[config.mk]
export PLATFORM = sky130hd
export DESIGN_NAME = insn_decoder
export DESIGN_NICKNAME = d
export VERILOG_FILES = /design/src/rtl/idec_pkg.sv /design/src/rtl/idec_classify.sv /design/src/rtl/idec_cycles.sv /design/src/rtl/idec_hold.sv /design/src/rtl/insn_decoder.sv
export SDC_FILE = /design/constraint.sdc
export NUM_CORES = 1
export LEC_CHECK = 0
export ABC_CLOCK_PERIOD_IN_PS = 4800
export BUFFER_PORTS_ARGS = -buffer_cell sky130_fd_sc_hd__buf_2
export CAP_MARGIN = 10
export CORE_MARGIN = 2
export CORE_UTILIZATION = 31
export DETAILED_ROUTE_END_ITERATION = 12
export REMOVE_ABC_BUFFERS = 1
export SLEW_MARGIN = 20
export SYNTH_ARGS = -nofsm -noshare
export SYNTH_HDL_FRONTEND = slang
export SYNTH_SLANG_ARGS = --single-unit
export TNS_END_PERCENT = 30
[constraint.sdc]
create_clock -name clk -period 4.8 [get_ports clk]
set_input_delay 0.96 -clock clk [delete_from_list [all_inputs] [get_ports clk]]
set_output_delay 0.96 -clock clk [all_outputs]
set_load 0.03 [all_outputs]
[src/rtl/idec_pkg.sv]
package idec_pkg;
  localparam int BYTE_W = 8;
  localparam int LEN_W  = 3;
  localparam int CYC_W  = 5;
  localparam int DATA_W = 2 * BYTE_W;

  localparam logic [CYC_W-1:0] CY_ALU_REG = 5'd4;
  localparam logic [CYC_W-1:0] CY_ALU_MEM = 5'd7;
  localparam logic [CYC_W-1:0] CY_ALU_IDX = 5'd19;
  localparam logic [CYC_W-1:0] CY_BIT_REG = 5'd8;
  localparam logic [CYC_W-1:0] CY_BIT_MEM = 5'd12;
  localparam logic [CYC_W-1:0] CY_BIT_IDX = 5'd20;
  localparam logic [CYC_W-1:0] CY_W16     = 5'd11;
  localparam logic [CYC_W-1:0] CY_W16_IDX = 5'd15;
  localparam logic [CYC_W-1:0] CY_CALL    = 5'd17;
  localparam logic [CYC_W-1:0] CY_PUSH    = 5'd11;
  localparam logic [CYC_W-1:0] CY_POPRET  = 5'd10;

  typedef enum logic [3:0] {
    OP_ADD = 4'd0, OP_ADC = 4'd1, OP_AND = 4'd2, OP_BIT = 4'd3,
    OP_ADD16 = 4'd4, OP_ADC16 = 4'd5, OP_LD = 4'd6, OP_PUSH = 4'd7,
    OP_POP = 4'd8, OP_CALL = 4'd9, OP_RET = 4'd10, OP_CCF = 4'd11,
    OP_ILL = 4'd15
  } op_class_e;

  typedef enum logic [1:0] {FM_REG, FM_MEM, FM_IMM, FM_IDX} form_e;
  typedef enum logic [1:0] {PG_MAIN, PG_BIT, PG_EXT} page_e;
  typedef enum logic [1:0] {ND_NONE, ND_DISP, ND_IMM, ND_ADDR} need_e;

  typedef enum logic [3:0] {
    ST_OP, ST_XOP, ST_BIT, ST_XDISPB, ST_XBIT, ST_EXT,
    ST_DISP, ST_IMM, ST_ALO, ST_AHI
  } state_e;

  typedef struct packed {
    op_class_e  cls;
    form_e      form;
    logic [2:0] dst;
    logic [2:0] src;
    logic [1:0] pair;
    logic [2:0] bitn;
  } fields_t;

  typedef struct packed {
    logic              ill;
    op_class_e         cls;
    logic [2:0]        dst;
    logic [2:0]        src;
    logic [1:0]        pair;
    logic              ix;
    logic              iy;
    logic [2:0]        bitn;
    logic [LEN_W-1:0]  len;
    logic [CYC_W-1:0]  cyc;
    logic [BYTE_W-1:0] disp;
    logic [DATA_W-1:0] data;
  } result_t;
endpackage

[src/rtl/idec_classify.sv]
module idec_classify
  import idec_pkg::*;
(
  input  page_e             page,
  input  logic              indexed,
  input  logic [BYTE_W-1:0] code,
  output fields_t           f,
  output need_e             need,
  output logic              is_idx_pfx,
  output logic              is_bit_pfx,
  output logic              is_ext_pfx,
  output logic              illegal
);
  function automatic logic alu_known(input logic [2:0] g);
    return (g == 3'd0) || (g == 3'd1) || (g == 3'd4);
  endfunction

  function automatic op_class_e alu_cls(input logic [2:0] g);
    case (g)
      3'd0:    return OP_ADD;
      3'd1:    return OP_ADC;
      default: return OP_AND;
    endcase
  endfunction

  logic hit;

  always_comb begin
    f          = '0;
    f.cls      = OP_ILL;
    need       = ND_NONE;
    is_idx_pfx = 1'b0;
    is_bit_pfx = 1'b0;
    is_ext_pfx = 1'b0;
    hit        = 1'b0;
    case (page)
      PG_MAIN: begin
        if (code == 8'hDD || code == 8'hFD) begin
          if (!indexed) begin
            is_idx_pfx = 1'b1;
            hit        = 1'b1;
          end
        end else if (code == 8'hCB) begin
          is_bit_pfx = 1'b1;
          hit        = 1'b1;
        end else if (code == 8'hED) begin
          if (!indexed) begin
            is_ext_pfx = 1'b1;
            hit        = 1'b1;
          end
        end else if (code[7:6] == 2'b10 && alu_known(code[5:3])) begin
          f.cls = alu_cls(code[5:3]);
          f.dst = 3'b111;
          f.src = code[2:0];
          if (code[2:0] == 3'b110) begin
            hit    = 1'b1;
            f.form = indexed ? FM_IDX : FM_MEM;
            need   = indexed ? ND_DISP : ND_NONE;
          end else if (!indexed) begin
            hit    = 1'b1;
            f.form = FM_REG;
          end
        end else if (code[7:6] == 2'b00 && code[3:0] == 4'b1001) begin
          hit    = 1'b1;
          f.cls  = OP_ADD16;
          f.pair = code[5:4];
          f.form = indexed ? FM_IDX : FM_REG;
        end else if (!indexed) begin
          if (code[7:6] == 2'b11 && code[2:0] == 3'b110 && alu_known(code[5:3])) begin
            hit    = 1'b1;
            f.cls  = alu_cls(code[5:3]);
            f.dst  = 3'b111;
            f.form = FM_IMM;
            need   = ND_IMM;
          end else if (code == 8'hCD) begin
            hit   = 1'b1;
            f.cls = OP_CALL;
            need  = ND_ADDR;
          end else if (code == 8'hC9) begin
            hit   = 1'b1;
            f.cls = OP_RET;
          end else if (code[7:6] == 2'b11 && code[3:0] == 4'b0101) begin
            hit    = 1'b1;
            f.cls  = OP_PUSH;
            f.pair = code[5:4];
          end else if (code[7:6] == 2'b11 && code[3:0] == 4'b0001) begin
            hit    = 1'b1;
            f.cls  = OP_POP;
            f.pair = code[5:4];
          end else if (code[7:6] == 2'b01 && code[5:3] != 3'b110 && code[2:0] != 3'b110) begin
            hit   = 1'b1;
            f.cls = OP_LD;
            f.dst = code[5:3];
            f.src = code[2:0];
          end else if (code == 8'h3F) begin
            hit   = 1'b1;
            f.cls = OP_CCF;
          end
        end
      end
      PG_BIT: begin
        if (code[7:6] == 2'b01) begin
          f.cls  = OP_BIT;
          f.bitn = code[5:3];
          f.src  = code[2:0];
          if (indexed) begin
            hit    = (code[2:0] == 3'b110);
            f.form = FM_IDX;
          end else begin
            hit    = 1'b1;
            f.form = (code[2:0] == 3'b110) ? FM_MEM : FM_REG;
          end
        end
      end
      PG_EXT: begin
        if (code[7:6] == 2'b01 && code[3:0] == 4'b1010) begin
          hit    = 1'b1;
          f.cls  = OP_ADC16;
          f.pair = code[5:4];
        end
      end
      default: hit = 1'b0;
    endcase
    illegal = !hit;
  end
endmodule

[src/rtl/idec_cycles.sv]
module idec_cycles
  import idec_pkg::*;
(
  input  op_class_e        cls,
  input  form_e            form,
  output logic [CYC_W-1:0] cycles
);
  always_comb begin
    case (cls)
      OP_ADD, OP_ADC, OP_AND: begin
        case (form)
          FM_REG:  cycles = CY_ALU_REG;
          FM_IDX:  cycles = CY_ALU_IDX;
          default: cycles = CY_ALU_MEM;
        endcase
      end
      OP_BIT: begin
        case (form)
          FM_MEM:  cycles = CY_BIT_MEM;
          FM_IDX:  cycles = CY_BIT_IDX;
          default: cycles = CY_BIT_REG;
        endcase
      end
      OP_ADD16: cycles = (form == FM_IDX) ? CY_W16_IDX : CY_W16;
      OP_ADC16: cycles = CY_W16_IDX;
      OP_LD:    cycles = CY_ALU_REG;
      OP_CCF:   cycles = CY_ALU_REG;
      OP_PUSH:  cycles = CY_PUSH;
      OP_POP:   cycles = CY_POPRET;
      OP_RET:   cycles = CY_POPRET;
      OP_CALL:  cycles = CY_CALL;
      default:  cycles = '0;
    endcase
  end
endmodule

[src/rtl/idec_hold.sv]
module idec_hold
  import idec_pkg::*;
(
  input  logic    clk,
  input  logic    rst_n,
  input  logic    load,
  input  result_t din,
  input  logic    out_ready,
  output logic    out_valid,
  output result_t dout
);
  always_ff @(posedge clk) begin
    if (!rst_n) begin
      out_valid <= 1'b0;
      dout      <= '0;
    end else if (load) begin
      out_valid <= 1'b1;
      dout      <= din;
    end else if (out_ready) begin
      out_valid <= 1'b0;
    end
  end
endmodule

[src/rtl/insn_decoder.sv]
module insn_decoder
  import idec_pkg::*;
(
  input  logic              clk,
  input  logic              rst_n,
  input  logic              in_valid,
  output logic              in_ready,
  input  logic [BYTE_W-1:0] in_byte,
  output logic              out_valid,
  input  logic              out_ready,
  output logic              out_illegal,
  output logic [3:0]        out_class,
  output logic [2:0]        out_dst,
  output logic [2:0]        out_src,
  output logic [1:0]        out_pair,
  output logic              out_indexed,
  output logic              out_iy,
  output logic [2:0]        out_bit,
  output logic [LEN_W-1:0]  out_len,
  output logic [CYC_W-1:0]  out_cycles,
  output logic [BYTE_W-1:0] out_disp,
  output logic [DATA_W-1:0] out_data
);
  state_e            st, st_n;
  fields_t           cur, fld_n, c_f;
  logic              ix_q, iy_q, ix_n, iy_n;
  logic [LEN_W-1:0]  len_q, len_n;
  logic [BYTE_W-1:0] disp_q, disp_n;
  logic [DATA_W-1:0] data_q, data_n;
  page_e             page;
  need_e             c_need;
  logic              c_idx, c_bitp, c_ext, c_ill;
  logic              decode_st, take, emit, ill;
  logic [CYC_W-1:0]  cyc;
  result_t           res_n, res;

  assign take = in_valid && in_ready;
  assign in_ready = !out_valid || out_ready;
  assign decode_st = (st == ST_OP) || (st == ST_XOP) || (st == ST_BIT) ||
                     (st == ST_XBIT) || (st == ST_EXT);

  always_comb begin
    case (st)
      ST_BIT, ST_XBIT: page = PG_BIT;
      ST_EXT:          page = PG_EXT;
      default:         page = PG_MAIN;
    endcase
  end

  idec_classify u_cls (
    .page       (page),
    .indexed    (ix_q),
    .code       (in_byte),
    .f          (c_f),
    .need       (c_need),
    .is_idx_pfx (c_idx),
    .is_bit_pfx (c_bitp),
    .is_ext_pfx (c_ext),
    .illegal    (c_ill)
  );

  always_comb begin
    fld_n  = cur;
    disp_n = disp_q;
    data_n = data_q;
    st_n   = st;
    ix_n   = ix_q;
    iy_n   = iy_q;
    emit   = 1'b0;
    ill    = 1'b0;
    len_n  = len_q + 1'b1;
    if (decode_st) begin
      if (c_ill) begin
        emit = 1'b1;
        ill  = 1'b1;
      end else if (c_idx) begin
        ix_n = 1'b1;
        iy_n = in_byte[5];
        st_n = ST_XOP;
      end else if (c_bitp) begin
        st_n = ix_q ? ST_XDISPB : ST_BIT;
      end else if (c_ext) begin
        st_n = ST_EXT;
      end else begin
        fld_n = c_f;
        case (c_need)
          ND_DISP: st_n = ST_DISP;
          ND_IMM:  st_n = ST_IMM;
          ND_ADDR: st_n = ST_ALO;
          default: emit = 1'b1;
        endcase
      end
    end else begin
      case (st)
        ST_DISP: begin
          disp_n = in_byte;
          emit   = 1'b1;
        end
        ST_XDISPB: begin
          disp_n = in_byte;
          st_n   = ST_XBIT;
        end
        ST_IMM: begin
          data_n = {{(DATA_W-BYTE_W){1'b0}}, in_byte};
          emit   = 1'b1;
        end
        ST_ALO: begin
          data_n[BYTE_W-1:0] = in_byte;
          st_n               = ST_AHI;
        end
        ST_AHI: begin
          data_n[DATA_W-1:BYTE_W] = in_byte;
          emit                    = 1'b1;
        end
        default: st_n = ST_OP;
      endcase
    end
  end

  idec_cycles u_cyc (
    .cls    (ill ? OP_ILL : fld_n.cls),
    .form   (fld_n.form),
    .cycles (cyc)
  );

  always_comb begin
    res_n     = '0;
    res_n.ill = ill;
    res_n.cls = OP_ILL;
    res_n.len = len_n;
    if (!ill) begin
      res_n.cls  = fld_n.cls;
      res_n.dst  = fld_n.dst;
      res_n.src  = fld_n.src;
      res_n.pair = fld_n.pair;
      res_n.bitn = fld_n.bitn;
      res_n.ix   = ix_n;
      res_n.iy   = iy_n;
      res_n.cyc  = cyc;
      res_n.disp = disp_n;
      res_n.data = data_n;
    end
  end

  always_ff @(posedge clk) begin
    if (!rst_n || (take && emit)) begin
      st     <= ST_OP;
      cur    <= '0;
      ix_q   <= 1'b0;
      iy_q   <= 1'b0;
      len_q  <= '0;
      disp_q <= '0;
      data_q <= '0;
    end else if (take) begin
      st     <= st_n;
      cur    <= fld_n;
      ix_q   <= ix_n;
      iy_q   <= iy_n;
      len_q  <= len_n;
      disp_q <= disp_n;
      data_q <= data_n;
    end
  end

  idec_hold u_hold (
    .clk       (clk),
    .rst_n     (rst_n),
    .load      (take && emit),
    .din       (res_n),
    .out_ready (out_ready),
    .out_valid (out_valid),
    .dout      (res)
  );

  assign out_illegal = res.ill;
  assign out_class   = res.cls;
  assign out_dst     = res.dst;
  assign out_src     = res.src;
  assign out_pair    = res.pair;
  assign out_indexed = res.ix;
  assign out_iy      = res.iy;
  assign out_bit     = res.bitn;
  assign out_len     = res.len;
  assign out_cycles  = res.cyc;
  assign out_disp    = res.disp;
  assign out_data    = res.data;
endmodule

[Word level (Yosys, flattened, before mapping)]
Index checks and enable logic that the tools add are counted.
Cells by class
  $add $sub $neg: 1
  multipliers: 0
  div/mod/pow operators: 0
  magnitude comparators: 0
  eq/ne operators: 49
  shifts and indexed selects: 0
  multiplexer cells: 125
  bitwise gates (word level): 0
  reductions and logical operators: 38
Operators by type and width (count)
  17-bit 2-to-1 mux: 6
  14-bit 2-to-1 mux: 4
  4-bit 2-to-1 mux: 13
  8-bit == test, second input constant: 6
  1-bit 2-to-1 mux: 47
  2-bit 2-to-1 mux: 20
  8-bit 2-to-1 mux: 5
  5-bit case mux with 8 select lines: 1
  4-bit by 3-bit == test with 1-bit output, second input constant: 9
  6-bit 2-to-1 mux: 6
  4-bit case mux with 3 select lines: 3
  4-bit == test, second input constant: 8
  29-bit 2-to-1 mux: 1
  3-bit 2-to-1 mux: 7
  5-bit case mux with 2 select lines: 2
  4-bit by 2-bit == test with 1-bit output, second input constant: 4
  16-bit 2-to-1 mux: 1
  2-bit case mux with 2 select lines: 4
  8-bit case mux with 2 select lines: 1
  2-bit == test, second input constant: 6
  4-bit by 1-bit == test with 1-bit output, second input constant: 3
  12-bit 2-to-1 mux: 1
  1-bit logical AND: 11
  2-bit OR reduction: 5
  other kinds (19): 39
Storage, ports and cells
  register bits: 101
  latch bits: 0
  RAM bits: 0
  bits in read-only memories: 0
  logic and storage cells: 238
  memories kept: 0

[Depth between registers and ports, before layout]
  depth after elaboration: 26
  mapped depth: 16
  mapped depth without buffers: 13

[By module]
Synthesis repeated with hierarchy kept, for this count alone.
Second synthesis, totals
  cell total of the unflattened synthesis: 715
  area total of the unflattened synthesis: 5843.1 um^2
Modules (own cells, without submodules)
  insn_decoder: instances 1, cells an instance 391, area an instance 2931.6 um^2, seq. area each 1001.0 um^2
  idec_hold: instances 1, cells an instance 164, area an instance 1953.1 um^2, seq. area each 1021.0 um^2
  idec_classify: instances 1, cells an instance 136, area an instance 803.3 um^2, seq. area each 0.0 um^2
  idec_cycles: instances 1, cells an instance 24, area an instance 155.1 um^2, seq. area each 0.0 um^2

[Worst setup path after synthesis]
OpenSTA, ideal clock, no wires.
  path kind: input port to flip-flop
  from: input port in_byte[4]
  to: register u_hold.dout[26] (netlist bit)
  library setup time: 0.122 ns
  data arrival time: 3.321 ns
  required time: 4.678 ns
  slack: 1.357 ns
  stages: 11
  path buffers: 2
  cell sequence: buf_6 > and4bb_2 > nand4b_4 > a311o_1 > a311oi_2 > or2_4 > buf_12 > mux2_4 > o211ai_1 > nand3b_1 > a221o_1
Between the ends
  cells in the longest elaborated chain, start to end: 26
RTL lines
  start: declaration: line insn_decoder.sv:8  | input logic [BYTE_W-1:0] in_byte,
  branches (longest 26 deep; another with 14-bit 2-to-1 mux)
  end signal: assignment: line idec_hold.sv:18  | dout <= din;
  end: declaration: line idec_hold.sv:10  | output result_t dout
Parallel ways; which one is timed is not known.
A chain may end at the register's enable or synchronous reset.

[Final worst setup path]
  from: register st[2]
  to: register u_hold.dout[24] (netlist bit)
Between the ends
  cells in the longest elaborated chain, start to end: 15
RTL lines
  start: declaration: line insn_decoder.sv:24  | state_e st, st_n;
  start signal: assignment: line insn_decoder.sv:155  | st <= st_n;
  4-bit by 2-bit == test with 1-bit output or 4-bit by 3-bit == test with 1-bit output (tied branches): line insn_decoder.sv:39, insn_decoder.sv:43, insn_decoder.sv:40
  2-bit OR reduction: line insn_decoder.sv:43  | case (st)
  2-bit case mux with 2 select lines: line insn_decoder.sv:43
  2-bit == test, or another cell as far along: line idec_classify.sv:36  | case (page)
  4-bit case mux with 3 select lines or 1-bit 2-to-1 mux (tied branches): line idec_classify.sv:36
  17-bit 2-to-1 mux: line insn_decoder.sv:82  | end else if (c_ext) begin
  17-bit 2-to-1 mux: line insn_decoder.sv:80  | end else if (c_bitp) begin
  17-bit 2-to-1 mux: line insn_decoder.sv:76  | end else if (c_idx) begin
  17-bit 2-to-1 mux: line insn_decoder.sv:73  | if (c_ill) begin
  17-bit 2-to-1 mux: line insn_decoder.sv:72  | if (decode_st) begin
  4-bit 2-to-1 mux: line insn_decoder.sv:121  | .cls (ill ? OP_ILL : fld_n.cls),
  4-bit by 1-bit == test with 1-bit output, or another cell as far along: line idec_cycles.sv:9  | case (cls)
  3-bit OR reduction or 2-bit OR reduction (tied branches)
  5-bit case mux with 8 select lines: line idec_cycles.sv:9
  29-bit 2-to-1 mux: line insn_decoder.sv:131  | if (!ill) begin
Several ways; a longest one is shown, not always the timed one.

==> out/metrics.csv <==
metric,value,unit
static leakage,2.22,nW
Vias/cell,5.17,
"Max FO, Critical Path",14,
CP endpoint kind,flip-flop,
post-synthesis sequential area ratio,39.0,%
TNS Setup,0,ns
first-pass GRT wire length,23100,µm
post-placement setup slack,0.550,ns
Max Cap Violations,0,
CTS tree,built,
Slew HR,33.6,%
H-tree levels,3,
Clock Tree Buf Depth,2,
peak supply drop,147,µV
crit path cell chain,xnor2_1 > nor3_1 > inv_1 > ha_1 > inv_1 > nor4_4 > a2111oi_1 > nor3_1 > nor2_1 > or3_1 > nand4_1 > o21a_1 > o31ai_2,
Worst EP arrival,4.19,ns
clk_lat worst skew,0.35,ns
kind of critical path,reg2reg,
Worst-Margin Slew,0.993,ns
pin count of the biggest net entering global routing,55,
"commonest cells after routing, fill and taps aside","101 x nand2_1, 101 x dfxtp_1, 63 x buf_2",
largest stage delay on the critical path,0.71,ns
chip height,133,µm
# clock sinks,101,
gr ovfl total,0,
cts hold-fix bufs,0,
Final WS setup,0.881,ns
Layout Nets,696,
Post-CTS Setup Bufs,0,
synth top area cells,"dfxtp_1 39%, nand2_1 7.3%, a21oi_1 4.9%",
post-route cell area,5930,µm²
Tightest Hold Check Type,reg2reg,
Slowest cell on crit path,nor2_1,
multiplexer share of the synthesized area,5.29,%
commonest register cell after synthesis,dfxtp_1,
FMAX,0.255,GHz
Die ar.,17800,µm²
final core occ,36.0,%
Routed Antenna Nets,0,
drt wl/cell,15.4,µm
Synth warnings,0,
Area Overhead vs Synth,14.4,%
"Reg clk slew, reported paths",0.07,ns
CTS resizes,0,
main combinational cell family by area after synthesis,simple AND/OR/NAND/NOR gates,
gr usage total,15.8,%
diode count,0,
status,completed,
async set or reset register ratio after synthesis,0,%
Placed Cells,888,
RePlAce Congestion,0.964,
Yosys top cell by area,dfxtp_1,
final slew viol count,0,
Via Count,4676,
CTS buffer count,9,
Synth Area in Adders,1.21,%
IO Pins,64,
Die Width,133,µm
Iter 0 DRT Violations,244,
post-placement cell area,5600,µm²
Worst EP required,5.07,ns
final-report hold violation count,0,
initial antenna violation count,0,
Final period util,81.7,%
synthesized cell area,5180,µm²
# setup viols final,0,
Site Rows,47,
core area,16500,µm²
Synth Area in XOR/XNOR,0.845,%
mean post-synth cell area,8.01,µm²
Post-synth EDFFs,0,
CTS Root Cell,clkbuf_16,
worst setup skew after layout,0.00738,ns
drt total wl,13900,µm
simple-gate area share of the yosys netlist,25.9,%
"Distinct cells, synth",75,
share of the synthesized area in the top cell type,39.0,%
Post-Synthesis Cells,647,
RSZ-0062 raised after global routing,no,
post-synthesis register bit count,101,
complex-gate fraction of the synthesized area,22.0,%
Post-DP HPWL,9670,µm
non-filler instance count after layout,904,
Pwr Density,318,nW/µm²
fraction of layout cells with a size suffix above 1,16.5,%
port buffer count,63,
drt first pass iters,5,
Residual DRC,0,
Starting Density,31.5,%
vias in the first global route,4493,
critical path startpoint category,flip-flop,
Tmin final,3.92,ns
-- per-stage QoR --
step	hold slack, ns	power, mW
after CTS	0.453	1.90
after detailed placement	0.438	1.11
final	0.446	1.89
after global placement	0.431	1.11
after global routing	0.473	1.96
after floorplan	0.436	1.03
-- registers in the layout, summed over array words and instances, names as in the netlist --
| register | flops |
|---|---|
| data_q | 16 |
| ix_q | 1 |
| u_hold.out_valid | 1 |
| disp_q | 8 |
| iy_q | 1 |
| len_q | 3 |
| st | 4 |
| u_hold.dout | 50 |
| cur | 17 |
-- synth_stat cells (7+ instances only) --
library cell  count
o21ai_0          51
nor3_1           12
nand2b_1         10
dfxtp_1         101
a21oi_1          51
nand2_1         101
a22oi_1          11
buf_2            15
nand4_1           7
and3_1            9
nor2_1           55
inv_1             8
clkbuf_1         28
a211oi_1         22
mux2i_1          20
nand3_1          28
-- routing by layer --
| layer | vias up | global-route usage (%) | routed length, µm |
|---|---|---|---|
| met5 | - | 0 | 0 |
| met4 | 0 | 5.26 | 240 |
| met3 | 18 | 2.32 | 466 |
| met2 | 95 | 26.0 | 6440 |
| met1 | 2200 | 21.3 | 6790 |
| li1 | 2363 | - | - |
-- worst paths after layout --
kind                   start         endpoint  slack (ns)  depth (start not counted)
max reg2reg            st[2]  u_hold.dout[24]        0.88                         13
min reg2reg  u_hold.dout[33]  u_hold.dout[33]        0.45                          2
max                    st[2]  u_hold.dout[24]        0.88                         13
min          u_hold.dout[33]  u_hold.dout[33]        0.45                          2
-- worst max-delay path, delay by kind of cell (launching register included) --
family,cells,cell delay (ns)
compound gates,3,0.99
xor+xnor,1,0.10
fa+ha+maj,1,0.28
buf+inv,2,0.31
flops,1,0.50
simple gates,6,1.67
-- cell type report --
cell class              instances  area, µm²
inverters                       9       33.8
multi-input cells             485       2880
clock inverters                 6       86.3
well taps                     220        275
clock buffers                  10        239
repair buffers                 73        390
fillers                      1759      10500
flip-flops and latches        101       2020
-- power breakdown --
group	switching (mW)	internal, mW	leakage (nW)	total (mW)
registers	0.00944	0.855	0.818	0.864
logic	0.160	0.0685	1.24	0.229
clock network	0.325	0.470	0.158	0.795
-- logic make-up (layout without fill, tap and decap cells) --
logic type               count (synthesis)  count (layout)
multiplexers                            25              25
AO/OA/AOI/OAI                          181             181
XOR/XNOR                                 5               5
flip-flops                             101             101
adder cells (fa/ha/maj)                  5               5
AND/OR/NAND/NOR                        269             269
buffers and inverters                   61              98
(Power assumes the default switching activity.)
